<file path="config.mk">
export PLATFORM = sky130hd
export DESIGN_NAME = bit_rate_timer
export DESIGN_NICKNAME = d
export VERILOG_FILES = /design/src/rtl/bit_rate_timer.sv
export SDC_FILE = /design/constraint.sdc
export NUM_CORES = 1
export LEC_CHECK = 0
export BUFFER_PORTS_ARGS = -buffer_cell sky130_fd_sc_hd__buf_2
export CAP_MARGIN = 20
export CORE_ASPECT_RATIO = 0.7
export CORE_MARGIN = 5
export CORE_UTILIZATION = 49
export DETAILED_ROUTE_END_ITERATION = 8
export PLACE_DENSITY = 0.8
export SYNTH_ARGS = -nofsm -noshare
export SYNTH_HDL_FRONTEND = slang
export SYNTH_SLANG_ARGS = --single-unit
export TNS_END_PERCENT = 10
</file>
<file path="constraint.sdc">
create_clock -name clk -period 1.65 [get_ports clk]
set_input_delay 0 -clock clk [delete_from_list [all_inputs] [get_ports clk]]
set_output_delay 0 -clock clk [all_outputs]
set_load 0.01 [all_outputs]
</file>
<file path="src/rtl/bit_rate_timer.sv">
module bit_rate_timer #(
  parameter int CNT_W = 8
) (
  input  logic             clk,
  input  logic             rst_n,
  input  logic             tick,
  input  logic             coef_wr,
  input  logic [CNT_W-1:0] coef_wdata,
  input  logic             mode_reload,
  input  logic             irq_en,
  input  logic             irq_clr,
  output logic             zero_out,
  output logic             irq
);
  logic [CNT_W-1:0] coef_q, cnt_q;
  logic             run_q;

  wire last = cnt_q <= CNT_W'(1);
  wire step = tick && run_q && !coef_wr;
  wire hit  = step && last;

  always_ff @(posedge clk) begin
    if (!rst_n) begin
      coef_q   <= '0;
      cnt_q    <= '0;
      run_q    <= 1'b0;
      zero_out <= 1'b0;
    end else if (coef_wr) begin
      coef_q   <= coef_wdata;
      cnt_q    <= coef_wdata;
      run_q    <= 1'b1;
      zero_out <= 1'b0;
    end else if (step) begin
      zero_out <= last;
      if (!last)
        cnt_q <= cnt_q - CNT_W'(1);
      else if (mode_reload)
        cnt_q <= coef_q;
      else begin
        cnt_q <= '0;
        run_q <= 1'b0;
      end
    end
  end

  always_ff @(posedge clk) begin
    if (!rst_n)              irq <= 1'b0;
    else if (hit && irq_en)  irq <= 1'b1;
    else if (irq_clr)        irq <= 1'b0;
  end
endmodule

</file>
======== After elaboration in Yosys (flattened, before gate mapping) ========
Cells that the tools add are included.
word-level totals
  register bits ........................... 19
  bits of input ports ..................... 15
  word-level logic and storage cells ...... 29
cells by class
  add/sub/neg operators ................... 1
  $lt $le $gt $ge ......................... 1
  eq/ne operators ......................... 1
  multiplexer cells ....................... 10
  bitwise logic cells ..................... 1
  reductions and logical operators ........ 10
operators with widths
  cell                 number
  $mux 8               4
  $le 8x1->1 const B   1
  $sub 8x1->8 const B  1
  $mux 1               6
  $reduce_bool 2->1    3
  $logic_and 1x1->1    4
  $reduce_and 3->1     1
  $ne 2x2->1 const B   1
  $reduce_or 2->1      1
  $logic_not 1->1      1
  $not 1->1            1

======== Depth between registers and ports, before layout ========
  depth after elaboration ................. 5
  mapped depth ............................ 8
  mapped depth without buffers ............ 6

======== Least setup slack after synthesis ========
OpenSTA, ideal clock, no wires.
  kind .................................... reg-to-reg
  start point ............................. reg cnt_q[0]
  end point ............................... reg cnt_q[5]
  setup time .............................. 123 ps
  data arrival time ....................... 1,677 ps
  data required time ...................... 1,527 ps
  slack ................................... -150 ps
  cell stages (with the launch flop) ...... 9
  path buffers ............................ 2
  cells stage by stage .................... dfxtp_1 -> inv_1 -> ha_1 -> or2_1 -> and3_1 -> buf_6 -> buf_8 -> a311oi_1 -> a21oi_1
on the way
  longest elaborated chain between the ends .. 4
ends and longest elaborated chain
  element                                    RTL line  text
  from (decl)                                15        logic [CNT_W-1:0] coef_q, cnt_q;
  from (signal assigned)                     30        cnt_q <= coef_wdata;
  from (signal assigned)                     36        cnt_q <= cnt_q - CNT_W'(1);
  from (signal assigned)                     38        cnt_q <= coef_q;
  $sub 8x1->8 or $le 8x1->1 (tied branches)  36, 18
  $mux 8 *                                   35        if (!last)
  $mux 8 *                                   33        end else if (step) begin
  $mux 8 *                                   28        end else if (coef_wr) begin
Mark *: on every way between the ends. The rest lies on a longest branch, timed or not. The select of a mux whose other input is x is not followed.
A chain may end at the register's enable or synchronous reset.

======== Worst setup path after layout ========
  start point ............................. reg cnt_q[0]
  end point ............................... reg cnt_q[7]
The elaborated chain is that of the path after synthesis.

==> summary by stage <==
Outcome
The flow ran to the end, and the final reports show no timing, DRC or antenna violations.

Logic synthesis
Counting distinct cell types in the post-synthesis netlist gives 36. In the post-synthesis netlist, the cell with the most instances is dfxtp_1. The share of flip-flops with an asynchronous set or reset is 0. The mapped netlist covers 1020 um2. After synthesis, the cell types taking the most area are dfxtp_1 37%, mux2i_1 8.8%, nor2b_1 4.9%. Ranked by instance count, the synthesized netlist is headed by 19 x dfxtp_1, 9 x mux2i_1, 9 x nand2_1, 8 x nor2_1, 8 x nor2b_1. The most used flip-flop cell after synthesis is dfxtp_1.

The net count of the mapped netlist is approximately 130. The cell taking the most area after synthesis is dfxtp_1. The count of synthesis-stage warnings from yosys is 0.

Of the synthesized area, sequential elements account for 0.372. The number of enable flip-flop cells after synthesis is 0. The top cell type's share of synthesized area is 0.372. The per-instance average area after synthesis is between 8 and 9 um2. The post-synthesis cell count is approximately 120. Synthesis inferred 19 register bits.

Timing
Final hold analysis gives a worst-case slack of ~0.0056 ns. The highest achievable clock rate is 640 MHz. The final setup violation count is 0. The final count of pins violating max slew is 0. The transition time at the pin with the least slew margin is 0.421 ns. The routed design could run at a clock period as short as ~1.6 ns. The worst slew margin relative to its limit is 0.718.

The worst-case clock skew is between 0.003 and 0.004 ns. Dividing the final minimum period by the clock period gives 0.947. The count of endpoints failing hold in the final timing report is 0.

GRT
Entering global routing, the biggest net connects 20 pins. The number of antenna violations at the first check in global routing was 0. The global routing usage summed across all routing layers is 0.189. The first global-routing pass estimated 4340 um of wire. The via count of the first global-routing pass is 986. Summed over all layers, the global routing overflow is 0.

Critical path
Along the worst path, the maximum fanout reaches 4. The critical path goes through inv_2, ha_4, or2_1, buf_4, a211oi_1, a31oi_1, a21oi_1. The critical path class is flip-flop to flip-flop. The largest single stage delay on the critical path is around 0.38 ns.

The endpoint arrival time on the critical path is about 1.8 ns. STA classifies the critical path startpoint as a flip-flop. The required time of the worst setup path is around 1.9 ns. The worst setup slack for register-to-register paths is about 0.09 ns. The cell depth of the worst setup path is 7. The family of cells with the greatest summed delay on the critical path is compound AO/OA/AOI/OAI gates. The worst setup path is captured at a flip-flop. The library cell contributing the largest single delay on the critical path is dfxtp_2.

The worst reg-to-reg path cell count is 7. The number of buffers and inverters on the critical path is 2.

Drt
The total wirelength of the detailed-routed design is ~2600 um. The detailed router finished its first iteration with about 50 violations. The remaining routing DRC violations is 0. The pre-antenna-repair detailed-routing pass consisted of 4 iterations.

The final routed wire length divided by cell count is roughly 15 um. Summing over every cut layer, the via total after detailed routing is ~1000. The via-per-instance ratio is 5.84.

The number of antenna-violating nets in the routed design is 0.

Placement
Routability-driven placement finished with a final weighted congestion of slightly above 0.8. Input and output buffers added on the ports amount to 16. Detailed placement ended at an HPWL of around 1800 um.

Pwr
In this run the power density over the cells is between 700 and 800 nW/um2. For this design the static power due to leakage is 0.561 nW. Across the VDD grid, the largest voltage drop is slightly above 0.0007 V.

Die
In this run the core area contains 13 standard-cell rows. For this design the top-level I/O count stands at 17. The die height is between 40 and 50 um.

The die is 64.6 um wide. The region available for standard cell placement spans roughly 1900 um2. The initial utilization of the core area, before any placement, comes to 0.533. The die footprint is just over 3000 um2.

Finish
The repair_antennas step left the layout with diodes totalling 0. The area taken by flip-flops and latches is 382 um2. The final design utilization is 0.684. The fraction of layout instances using a drive strength above 1 is 0.267. In the final layout, the multi-input gates occupy ~600 um2. The net count of the finished layout is 168. The area growth from synthesis to final layout is 28.2%. The layout filler cell count is around 160.

Clock network
The library cell used as clock root buffer is clkbuf_4. The CTS tree is built. After clock tree synthesis, the clock-pin slew on the worst setup and hold paths is roughly 0.11 ns.

Buffers inserted during clock tree synthesis total 3. In this run the number of H-tree levels came out at 1. The longest clock path from root to sink contains 2 buffers.

For the worst-skew pair, the clock arrives at the later sink with an insertion delay of between 0.3 and 0.4 ns. The clock net in this run drives a total of 19 sinks.

Worst hold path
The number of stages on the worst hold path is 3. The worst min-delay path category is input pin to flip-flop.

Job
The count of max-cap constraint violations is 0.
registers in the layout, summed over array words and instances (netlist names):
name and cells:
run_q 1, irq 1, zero_out 1, coef_q 8, cnt_q 8
layer usage:
| layer | vias to the layer above | track usage | share of wire | wire length (um) |
|---|---|---|---|---|
| li1 | 487 | - | - | - |
| met1 | 479 | 0.214 | 0.47 | 1220 |
| met2 | 32 | 0.352 | 0.46 | 1210 |
| met3 | 6 | 0.0438 | 0.052 | 137 |
| met4 | 0 | 0.0924 | 0.018 | 47 |
| met5 | - | 0 | 0 | 0 |
stage by stage:
step                      setup slack, ns  total power [W]  std cells  instance area [um2]  TNS, ns
after floorplan                   0.00206         0.000695        117                 1040        0
after global placement             0.0208         0.000759        159                 1180        0
after detailed placement          -0.0533         0.000771        159                 1180   -0.141
after CTS                         0.00541          0.00103        172                 1300        0
after global routing              -0.0571          0.00110        172                 1310  -0.0571
final                              0.0875          0.00104        172                 1310        0
cells by family after synthesis:
| logic type | count (synthesis) | share of synthesized area |
|---|---|---|
| AO/OA/AOI/OAI | 33 | 0.220 |
| XOR/XNOR | 2 | 0.0171 |
| adder cells (fa/ha/maj) | 2 | 0.0244 |
| buffers and inverters | 13 | 0.0709 |
| flip-flops | 19 | 0.372 |
| multiplexers | 9 | 0.0880 |
| AND/OR/NAND/NOR | 39 | 0.208 |
tightest hold or removal path, delay by kind of cell:
| kind | cells | cell delay, ns |
|---|---|---|
| muxes | 1 | 0.08 |
| buffers and inverters | 1 | 0.09 |
| and+or+nand+nor | 1 | 0.11 |
final cells by class:
cell class,instances,area share
Tap cell,22,0.0210
Sequential cell,19,0.291
Timing Repair Buffer,36,0.193
Inverter,6,0.0172
Multi-Input combinational cell,85,0.458
Clock buffer,3,0.0172
Clock inverter,1,0.00381
path summary, 6_finish.rpt:
path	to	start
hold reg to reg	coef_q[0]	coef_q[0]
setup reg to reg	cnt_q[7]	cnt_q[0]
setup / recovery	cnt_q[7]	cnt_q[0]
hold / removal	coef_q[7]	coef_wdata[7]
repair_timing:
action                     in CTS  in global routing
setup endpoints to repair       6                  5
hold buffers                    9                  0
gates cloned                    0                  0
gates resized for setup         1                  4
buffers inserted                0                  0
hold endpoints to repair        8                  0
where the power goes:
group | internal, W | leakage (nW) | switching (W) | total (W)
clock | 0.0000906 | 0.0177 | 0.000153 | 0.000244
sequential | 0.000489 | 0.157 | 0.0000252 | 0.000515
combinational | 0.000142 | 0.386 | 0.000138 | 0.000280
cell usage in the layout, fill, tap and decap left out, types with 2 or more instances in the layout:
cell type	Yosys	final
a21boi_0	2	2
a21oi_1	6	6
a22o_1	2	2
a31oi_1	7	7
buf_2	1	16
buf_4	1	11
clkbuf_4	0	3
dfxtp_1	19	18
dlygate4sd3_1	0	9
inv_1	5	3
inv_2	0	2
mux2i_1	9	9
nand2_1	9	9
nand2b_1	4	4
nand3_1	4	4
nor2_1	8	7
nor2b_1	8	8
o21ai_0	4	4
o221ai_1	4	4
xor2_1	2	2
Note: power is estimated with default switching activity, not from simulation.
